## src/rtl/tonemap_pkg.sv

```systemverilog
package tonemap_pkg;
  typedef struct packed {
    logic vld;
    logic sof;
    logic eol;
  } side_t;
endpackage

```

## src/rtl/tm_bound_track.sv

```systemverilog
module tm_bound_track #(
  parameter int PIX_W = 12
) (
  input  logic             clk_i,
  input  logic             rst_ni,
  input  logic             acc_i,
  input  logic             sof_i,
  input  logic [PIX_W-1:0] pix_i,
  output logic [PIX_W-1:0] lo_o,
  output logic [PIX_W-1:0] hi_o
);
  logic [PIX_W-1:0] run_lo_q, run_hi_q, lat_lo_q, lat_hi_q;
  logic             seen_q;
  logic             take;

  // new frame with a measured predecessor: switch bounds on this very beat
  assign take = acc_i && sof_i && seen_q;
  assign lo_o = take ? run_lo_q : lat_lo_q;
  assign hi_o = take ? run_hi_q : lat_hi_q;

  always_ff @(posedge clk_i or negedge rst_ni) begin
    if (!rst_ni) begin
      run_lo_q <= '1;
      run_hi_q <= '0;
      lat_lo_q <= '0;
      lat_hi_q <= '1;
      seen_q   <= 1'b0;
    end else if (acc_i) begin
      if (sof_i) begin
        run_lo_q <= pix_i;
        run_hi_q <= pix_i;
        seen_q   <= 1'b1;
        if (seen_q) begin
          lat_lo_q <= run_lo_q;
          lat_hi_q <= run_hi_q;
        end
      end else begin
        if (pix_i < run_lo_q) run_lo_q <= pix_i;
        if (pix_i > run_hi_q) run_hi_q <= pix_i;
      end
    end
  end

  a_r4_bounds_frozen: assert property (@(posedge clk_i) disable iff (!rst_ni)
    !(acc_i && sof_i) |=> ($stable(lat_lo_q) && $stable(lat_hi_q)));

  a_r4_bound_order: assert property (@(posedge clk_i) disable iff (!rst_ni)
    lat_lo_q <= lat_hi_q);

  a_r5_restart: assert property (@(posedge clk_i) disable iff (!rst_ni)
    (acc_i && sof_i) |=> (run_lo_q == $past(pix_i) && run_hi_q == $past(pix_i)));
endmodule

```

## src/rtl/tm_norm.sv

```systemverilog
module tm_norm
  import tonemap_pkg::*;
#(
  parameter int PIX_W = 12,
  parameter int OUT_W = 8,
  localparam int NW   = PIX_W + OUT_W + 2,
  localparam int DW   = PIX_W + 1
) (
  input  logic             clk_i,
  input  logic             rst_ni,
  input  logic             en_i,
  input  logic [PIX_W-1:0] pix_i,
  input  logic [PIX_W-1:0] lo_i,
  input  logic [PIX_W-1:0] hi_i,
  input  side_t            side_i,
  output logic [NW-1:0]    n_o,
  output logic [DW-1:0]    d_o,
  output side_t            side_o
);
  localparam int            DMAX  = (1 << OUT_W) - 1;
  localparam logic [NW-1:0] SCALE = NW'(2 * DMAX);

  logic [PIX_W-1:0] den, num;
  logic [NW-1:0]    n_d;
  logic [DW-1:0]    d_d;

  always_comb begin
    den = hi_i - lo_i;
    if (pix_i <= lo_i)      num = '0;
    else if (pix_i >= hi_i) num = den;
    else                    num = pix_i - lo_i;
    // q = floor((2*DMAX*num + den) / (2*den)) gives round-half-up
    if (den == '0) begin
      n_d = '0;
      d_d = DW'(2);
    end else begin
      n_d = NW'(num) * SCALE + NW'(den);
      d_d = {den, 1'b0};
    end
  end

  always_ff @(posedge clk_i or negedge rst_ni) begin
    if (!rst_ni) begin
      n_o    <= '0;
      d_o    <= '0;
      side_o <= '0;
    end else if (en_i) begin
      n_o    <= n_d;
      d_o    <= d_d;
      side_o <= side_i;
    end
  end
endmodule

```

## src/rtl/tm_div_pipe.sv

```systemverilog
module tm_div_pipe
  import tonemap_pkg::*;
#(
  parameter int NW = 22,
  parameter int DW = 13,
  parameter int QW = 8
) (
  input  logic          clk_i,
  input  logic          rst_ni,
  input  logic          en_i,
  input  logic [NW-1:0] n_i,
  input  logic [DW-1:0] d_i,
  input  side_t         side_i,
  output logic [QW-1:0] q_o,
  output side_t         side_o
);
  logic [NW-1:0] rem_q  [QW];
  logic [DW-1:0] dv_q   [QW];
  logic [QW-1:0] quo_q  [QW];
  side_t         side_q [QW];

  for (genvar i = 0; i < QW; i++) begin : g_st
    localparam int B = QW - 1 - i;
    logic [NW-1:0] r_in, sh;
    logic [DW-1:0] d_in;
    logic [QW-1:0] q_in;
    side_t         s_in;

    if (i == 0) begin : g_first
      assign r_in = n_i;
      assign d_in = d_i;
      assign q_in = '0;
      assign s_in = side_i;
    end else begin : g_next
      assign r_in = rem_q[i-1];
      assign d_in = dv_q[i-1];
      assign q_in = quo_q[i-1];
      assign s_in = side_q[i-1];
    end

    assign sh = NW'(d_in) << B;

    always_ff @(posedge clk_i or negedge rst_ni) begin
      if (!rst_ni) begin
        rem_q[i]  <= '0;
        dv_q[i]   <= '0;
        quo_q[i]  <= '0;
        side_q[i] <= '0;
      end else if (en_i) begin
        dv_q[i]   <= d_in;
        side_q[i] <= s_in;
        if (r_in >= sh) begin
          rem_q[i] <= r_in - sh;
          quo_q[i] <= q_in | (QW'(1) << B);
        end else begin
          rem_q[i] <= r_in;
          quo_q[i] <= q_in;
        end
      end
    end
  end

  assign q_o    = quo_q[QW-1];
  assign side_o = side_q[QW-1];

  a_r2_rem_below_div: assert property (@(posedge clk_i) disable iff (!rst_ni)
    side_q[QW-1].vld |-> (rem_q[QW-1] < NW'(dv_q[QW-1])));
endmodule

```

## src/rtl/log_ratio_tonemap.sv

```systemverilog
module log_ratio_tonemap
  import tonemap_pkg::*;
#(
  parameter int PIX_W = 12,
  parameter int OUT_W = 8
) (
  input  logic             clk_i,
  input  logic             rst_ni,
  input  logic             in_valid_i,
  output logic             in_ready_o,
  input  logic [PIX_W-1:0] in_data_i,
  input  logic             in_sof_i,
  input  logic             in_eol_i,
  output logic             out_valid_o,
  input  logic             out_ready_i,
  output logic [OUT_W-1:0] out_data_o,
  output logic             out_sof_o,
  output logic             out_eol_o
);
  localparam int NW = PIX_W + OUT_W + 2;
  localparam int DW = PIX_W + 1;

  logic             adv, acc;
  logic [PIX_W-1:0] lo_eff, hi_eff;
  logic [PIX_W-1:0] s0_pix, s0_lo, s0_hi;
  side_t            s0_side, s1_side, so_side;
  logic [NW-1:0]    s1_n;
  logic [DW-1:0]    s1_d;

  // global stall: every stage moves only when the output slot frees
  assign adv        = !out_valid_o || out_ready_i;
  assign in_ready_o = adv;
  assign acc        = in_valid_i && adv;

  tm_bound_track #(.PIX_W(PIX_W)) u_track (
    .clk_i  (clk_i),
    .rst_ni (rst_ni),
    .acc_i  (acc),
    .sof_i  (in_sof_i),
    .pix_i  (in_data_i),
    .lo_o   (lo_eff),
    .hi_o   (hi_eff)
  );

  always_ff @(posedge clk_i or negedge rst_ni) begin
    if (!rst_ni) begin
      s0_pix  <= '0;
      s0_lo   <= '0;
      s0_hi   <= '0;
      s0_side <= '0;
    end else if (adv) begin
      s0_pix  <= in_data_i;
      s0_lo   <= lo_eff;
      s0_hi   <= hi_eff;
      s0_side <= '{vld: in_valid_i, sof: in_valid_i && in_sof_i, eol: in_valid_i && in_eol_i};
    end
  end

  tm_norm #(.PIX_W(PIX_W), .OUT_W(OUT_W)) u_norm (
    .clk_i  (clk_i),
    .rst_ni (rst_ni),
    .en_i   (adv),
    .pix_i  (s0_pix),
    .lo_i   (s0_lo),
    .hi_i   (s0_hi),
    .side_i (s0_side),
    .n_o    (s1_n),
    .d_o    (s1_d),
    .side_o (s1_side)
  );

  tm_div_pipe #(.NW(NW), .DW(DW), .QW(OUT_W)) u_div (
    .clk_i  (clk_i),
    .rst_ni (rst_ni),
    .en_i   (adv),
    .n_i    (s1_n),
    .d_i    (s1_d),
    .side_i (s1_side),
    .q_o    (out_data_o),
    .side_o (so_side)
  );

  assign out_valid_o = so_side.vld;
  assign out_sof_o   = so_side.sof;
  assign out_eol_o   = so_side.eol;

  a_r9_hold_on_stall: assert property (@(posedge clk_i) disable iff (!rst_ni)
    (out_valid_o && !out_ready_i) |=>
      (out_valid_o && $stable(out_data_o) && $stable(out_sof_o) && $stable(out_eol_o)));

  a_r8_markers_need_valid: assert property (@(posedge clk_i) disable iff (!rst_ni)
    (out_sof_o || out_eol_o) |-> out_valid_o);
endmodule

```

## config.mk

```make
export PLATFORM = sky130hd
export DESIGN_NAME = log_ratio_tonemap
export DESIGN_NICKNAME = d
export VERILOG_FILES = /design/src/rtl/tonemap_pkg.sv /design/src/rtl/tm_bound_track.sv /design/src/rtl/tm_norm.sv /design/src/rtl/tm_div_pipe.sv /design/src/rtl/log_ratio_tonemap.sv
export SDC_FILE = /design/constraint.sdc
export NUM_CORES = 1
export LEC_CHECK = 0
export BUFFER_PORTS_ARGS = -buffer_cell sky130_fd_sc_hd__buf_2
export CORE_MARGIN = 2
export CORE_UTILIZATION = 56
export DETAILED_ROUTE_END_ITERATION = 10
export HOLD_SLACK_MARGIN = 0.05
export PLACE_DENSITY = 0.77
export REMOVE_ABC_BUFFERS = 1
export SLEW_MARGIN = 20
export SYNTH_ARGS = -nofsm -noshare
export SYNTH_HDL_FRONTEND = slang
export SYNTH_SLANG_ARGS = --single-unit
```

## constraint.sdc

```tcl
create_clock -name clk_i -period 8.65 [get_ports clk_i]
set_input_delay 0.4325 -clock clk_i [delete_from_list [all_inputs] [get_ports clk_i]]
set_output_delay 0.4325 -clock clk_i [all_outputs]
set_load 0.02 [all_outputs]
```

Word-level counts from Yosys, hierarchy flattened
Index checks and enable logic that the tools add are counted.
{"block": "totals", "regBits": 459, "input_bits": 18, "output_inout_bits": 12, "elab_cells": 124}
{"block": "op_classes", "add_sub_neg": 10, "mul": 1, "n_lt_le_gt_ge": 12, "muxes": 25, "reduce_logical": 14}
{"cell": "2-to-1 mux 22 bit", "count": 8}
{"cell": "2-to-1 mux 12 bit", "count": 8}
{"cell": "subtractor 12 bit", "count": 2}
{"cell": "adder 21 x 12 -> 22 bit", "count": 1}
{"cell": "greater-or-equal comparator 22 x 13 -> 1 bit", "count": 1}
{"cell": "greater-or-equal comparator 22 x 14 -> 1 bit", "count": 1}
{"cell": "greater-or-equal comparator 22 x 15 -> 1 bit", "count": 1}
{"cell": "greater-or-equal comparator 22 x 16 -> 1 bit", "count": 1}
{"cell": "greater-or-equal comparator 22 x 17 -> 1 bit", "count": 1}
{"cell": "greater-or-equal comparator 22 x 18 -> 1 bit", "count": 1}
{"cell": "greater-or-equal comparator 22 x 19 -> 1 bit", "count": 1}
{"cell": "greater-or-equal comparator 22 x 20 -> 1 bit", "count": 1}
{"cell": "subtractor 22 x 14 -> 22 bit", "count": 1}
{"cell": "subtractor 22 x 15 -> 22 bit", "count": 1}
{"cell": "subtractor 22 x 16 -> 22 bit", "count": 1}
{"cell": "subtractor 22 x 17 -> 22 bit", "count": 1}
{"cell": "subtractor 22 x 18 -> 22 bit", "count": 1}
{"cell": "subtractor 22 x 19 -> 22 bit", "count": 1}
{"cell": "subtractor 22 x 20 -> 22 bit", "count": 1}
{"cell": "multiplier 12 x 8 -> 20 bit (second input constant)", "count": 1}
{"cell": "2-to-1 mux 13 bit", "count": 1}
{"cell": "greater-or-equal comparator 12 bit", "count": 1}
{"cell": "> comparator 12 bit", "count": 1}
{"cell": "<= comparator 12 bit", "count": 1}
{"cell": "16 further kinds", "count": 23}

Logic depth before layout (Yosys ltp)
{"block": "logic_depth", "word_depth": 6, "mapped_depth": 38, "depth_no_buf": 37}

By module
Synthesis repeated with hierarchy kept, for this count alone.
{"block": "hier_totals", "cells_unflattened": 2969, "hier_area_um2": 28294.6}
{"module": "tm_div_pipe", "instances": 1, "cells_per_inst": 1912, "area_each_um2": 17832.1, "seq_area_each_um2": 7632.3}
{"module": "tm_norm", "instances": 1, "cells_per_inst": 670, "area_each_um2": 5999.5, "seq_area_each_um2": 925.9}
{"module": "tm_bound_track", "instances": 1, "cells_per_inst": 298, "area_each_um2": 2788.9, "seq_area_each_um2": 1256.2}
{"module": "log_ratio_tonemap", "instances": 1, "cells_per_inst": 89, "area_each_um2": 1674.1, "seq_area_each_um2": 975.9}

Worst setup path before layout
OpenSTA, ideal clock, no wires.
{"block": "synth_timing", "path_kind": "register to register", "startpoint": "register s0_pix[0]", "endpoint": "register u_norm.n_o[21]", "setup_time_ps": 121, "arrival_time_ps": 7617, "required_time_ps": 8529, "slack_ps": 912, "path_stages_with_launch": 34, "n_path_buf": 1, "period_less_slack_ps": 7738, "cell_sequence": "dfrtp_1 -> inv_1 -> ha_1 -> inv_1 -> fa_1 -> a21o_1 -> a21o_1 -> a221oi_1 -> nor2b_1 -> o21a_1 -> o21a_1 -> o21a_1 -> o2bb2ai_1 -> clkbuf_1 -> nor2_1 -> fa_1 -> inv_1 -> fa_1 -> inv_1 -> fa_1 -> inv_1 -> fa_1 -> inv_1 -> ha_1 -> or3_1 -> a21oi_1 -> o21ai_0 -> xor2_1 -> ha_1 -> and3_1 -> a211oi_1 -> nand4b_1 -> nor3_1 -> a22o_1"}
{"block": "synth_via", "elab_chain_len": 6, "elab_cells_between_ends": 8, "cone_classes": "add/sub (2); mul (1); order compare (2); mux (3)"}
{"item": "from (decl)", "line": "log_ratio_tonemap.sv:25", "text": "logic [PIX_W-1:0] s0_pix, s0_lo, s0_hi;"}
{"item": "from (signal assigned)", "line": "log_ratio_tonemap.sv:52", "text": "s0_pix <= in_data_i;"}
{"item": "subtractor 12 bit / greater-or-equal comparator 12 bit (equally long branches)", "line": "tm_norm.sv:31, tm_norm.sv:30"}
{"item": "2-to-1 mux 12 bit", "line": "tm_norm.sv:30", "text": "else if (pix_i >= hi_i) num = den;"}
{"item": "2-to-1 mux 12 bit (*)", "line": "tm_norm.sv:29", "text": "if (pix_i <= lo_i) num = '0;"}
{"item": "multiplier 12 x 8 -> 20 bit (*)", "line": "tm_norm.sv:37", "text": "n_d = NW'(num) * SCALE + NW'(den);"}
{"item": "adder 21 x 12 -> 22 bit (*)", "line": "tm_norm.sv:37"}
{"item": "2-to-1 mux 22 bit (*)", "line": "tm_norm.sv:33", "text": "if (den == '0) begin"}
{"item": "to (signal assigned)", "line": "tm_norm.sv:48", "text": "n_o <= n_d;"}
{"item": "to (decl)", "line": "tm_norm.sv:16", "text": "output logic [NW-1:0] n_o,"}
Mark *: on every way between the ends. The rest lies on a longest branch, timed or not.
A chain may end at the register's enable or synchronous reset.

Final worst setup path
{"block": "layout_timing", "startpoint": "register s0_pix[0]", "endpoint": "register u_norm.n_o[19]"}
The elaborated chain is that of the path after synthesis.

==> run_results.csv <==
group,metric,value,unit
worst_setup_path,timing.rr.end,"u_norm.n_o[19]",
global_routing,grt_pass1_wl,101000,µm
worst_setup_path,worst-r2r-cell-count,32,
route,drtAntennaViolNets,0,
sta,finalClockSkew,0.00909,ns
yosys,synth_seq_cells,423,
worst_setup_path,endpoint,"u_norm.n_o[19]",
sta,relSlewSlack,27.9,%
worst_setup_path,timing.rr.start,"s0_pix[0]",
route,drt_pass1_iterations,7,
cells_and_area,multi_input_area,14200,µm²
worst_setup_path,worstPathArrival,8.53,ns
yosys,ys.flop_type,"dfrtp_1",
floorplan,initial_core_util,56.6,%
yosys,synth_cells,2974,
route,drc_errors,0,
global_routing,grt_use_total,25.3,%
cells_and_area,drive_above_1_share,7.03,%
global_routing,grt_antenna_before_repair,0,
route,routed_via_density,5.65,
yosys,ys_warn_count,0,
cells_and_area,antennaDiodeCount,0,
place,place.gp.congestion,0.883,
clock_network,cts_max_level,2,
cells_and_area,mostFrequentLayoutCells,"nand2_1 (590), dfrtp_1 (399), inv_1 (255)",
yosys,yosys-top-cells-area,"dfrtp_1 (38%), ha_1 (9.7%), nand2_1 (8.4%)",
clock_network,cts_buffers,47,
yosys,synth_cell_types,76,
global_routing,grt_pass1_vias,20526,
place,post-place-cells,3519,
floorplan,io_pins,30,
worst_setup_path,cpMostUsedCell,"inv_1",
yosys,yosysSeqAreaShare,40.5,%
worst_setup_path,required,9.13,ns
cells_and_area,nFillCells,3977,
clock_network,cts_tree,"yes",
yosys,async_flop_share,100,%
cells_and_area,seq_area,10600,µm²
worst_setup_path,end_kind,"register",
worst_setup_path,cp_max_fo,10,
yosys,synth_edf_count,0,
route,initialDrtViolationCount,1359,
worst_setup_path,critical-path-max-stage-delay,0.62,ns
clock_network,clk_latency,0.58,ns
cells_and_area,final_cells,3609,
cells_and_area,synthToLayoutAreaGrowth,8.72,%
yosys,yosysTopAreaCell,"dfrtp_1",
sta,final_hold_viol_count,0,
worst_setup_path,cp-startpoint,"s0_pix[0]",
worst_setup_path,critPathKind,"reg2reg",
yosys,netlist_area,26200,µm²
place,port_buffers,29,
worst_setup_path,worstPathBufferInverterCount,7,
floorplan,fp.dieH,220,µm
clock_network,cts.sinks,423,
route,vias,20379,
cells_and_area,final_core_util,61.5,%
worst_setup_path,crit_family,"adder cells",
worst_setup_path,cp.depth,32,
yosys,avgSynthCellArea,8.82,µm²
floorplan,die_width,220,µm
worst_setup_path,slowest_stage,"fa_1",
worst_setup_path,r2r_setup_slack,0.60,ns
worst_setup_path,cp-start-kind,"register",
place,dp_hpwl,43600,µm
sta,fin_setup_tns,0,ns
floorplan,core-area,46400,µm²
sta,rsz0062_at_grt,"false",
global_routing,grt_max_degree,218,
cells_and_area,layout_commonest_cell,"nand2_1",
floorplan,core.rowCount,79,
hold_path,hp-class,"in2reg",
cells_and_area,final_net_count,3246,
sta,clock.fmax,124,MHz
route,routed_wl,59700,µm
job,maxCapViolCount,0,
floorplan,fp.dieArea,48600,µm²
sta,setup_viol,0,
run_status,status,"finished clean",
sta,tightest_slew,1.08,ns
sta,period_minus_slack,8.05,ns
global_routing,grt.overflow.total,0,
sta,maxSlewViolCount,0,
sta,post-route-period-util,93.0,%
yosys,synth_top_area_share,38.1,%
route,post_drt_wl_per_cell,16.5,µm
clock_network,clk_pin_slew_worst_paths,0.06,ns
clock_network,root_buffer,"clkbuf_16",
clock_network,clock_path_buffers,3,
==> state kept, by name, indices dropped and copies added, names as in the netlist <==
name              cells
u_div.g_st.r_in     154
u_div.g_st.d_in      84
u_div.g_st.q_in      28
u_norm.n_o           22
u_div.g_st.s_in      21
s0_hi                12
s0_lo                12
s0_pix               12
u_norm.d_o           12
u_track.lat_hi_q     12
u_track.lat_lo_q     12
u_track.run_hi_q     12
u_track.run_lo_q     12
u_div.q_o             8
s0_side               3
u_div.side_o          3
u_norm.side_o         3
u_track.seen_q        1
==> worst reg2reg max path: cells and delay by family, from the launching register on <==
family          cells  cell delay, ns
flops               1            0.37
fa+ha+maj           7            3.19
xor+xnor            1            0.34
buf+inv             7            0.57
compound gates     11            2.46
simple gates        6            1.02
==> cell usage after synthesis, types with 4 or more instances <==
library cell / number
dfrtp_1: 399
nand3b_1: 6
xor2_1: 51
o21a_1: 30
o21bai_1: 6
or3_1: 16
inv_1: 255
and3_1: 14
nand3_1: 31
a2111oi_0: 8
nor2_1: 215
a211oi_1: 21
buf_2: 6
or2_2: 18
a21boi_0: 10
and4_1: 5
nand2_1: 590
o41ai_1: 5
clkbuf_1: 95
o31ai_1: 18
a311oi_1: 4
fa_1: 60
a221oi_1: 5
a21o_1: 46
mux2_2: 27
xnor2_1: 76
and2_1: 10
nor4b_1: 7
nor3_1: 56
ha_1: 204
a21oi_1: 178
nand2b_1: 25
mux2i_1: 34
o21ai_0: 233
nand4_1: 16
or4_1: 5
o31a_1: 5
dfstp_2: 24
o211ai_1: 14
nor2b_1: 33
a211o_1: 9
buf_1: 7
nand4b_1: 7
a31oi_1: 22
nor4_1: 16
==> final cells by class <==
type | instances | share of cell area, %
Multi-Input combinational cell | 2183 | 49.9
Clock inverter | 11 | 0.382
Sequential cell | 423 | 37.2
Inverter | 256 | 3.40
Timing Repair Buffer | 53 | 1.27
Clock buffer | 76 | 5.15
Tap cell | 607 | 2.66
==> stage by stage <==
step	hold WS [ns]	setup slack (ns)	instance area (µm²)
5_1_grt	0.0824	0.0308	28500
3_5_place_dp	0.455	0.0930	26900
4_1_cts	0.0786	0.0382	28400
3_3_place_gp	0.446	0.304	26900
6_report	0.104	0.601	28500
2_1_floorplan	0.137	-20.54	25800
==> per-layer routing <==
layer	wire length [µm]	up-vias	track usage, %
li1	-	10013	-
met1	26100	9891	32.7
met2	29900	358	44.5
met3	2080	117	3.35
met4	1600	0	7.61
met5	0	-	0
==> logic make-up after synthesis <==
family,count (synthesis),share of synthesized area [%]
AOI/OAI and AO/OA,649,14.9
xor gates and xnor gates,127,4.24
adders and majority gates,264,14.3
buffers and inverters,368,5.42
DFF,423,40.5
muxes,61,2.46
and+or+nand+nor,1082,18.2
==> repair_timing <==
item	CTS	global route
setup buffers	0	1
hold buffers	1	0
resized for setup	0	6
hold endpoints to repair	87	0
setup endpoints to repair	0	11
==> how the worst min path moves through the flow <==
stage	startpoint	end	slack (ns)	depth (start not counted)
floorplan	rst_ni	s0_hi[0]	0.14	0
global placement	u_div.q_o[7]	u_div.q_o[7]	0.45	2
detailed placement	u_div.g_st[5].q_in[5]	u_div.g_st[5].q_in[5]	0.46	2
CTS	in_eol_i	s0_side[0]	0.08	3
global route	in_eol_i	s0_side[0]	0.08	3
finish	in_eol_i	s0_side[0]	0.10	3
Power is not shown: default switching activity piles up to over one toggle a cycle in this logic, so the estimate is an artifact.
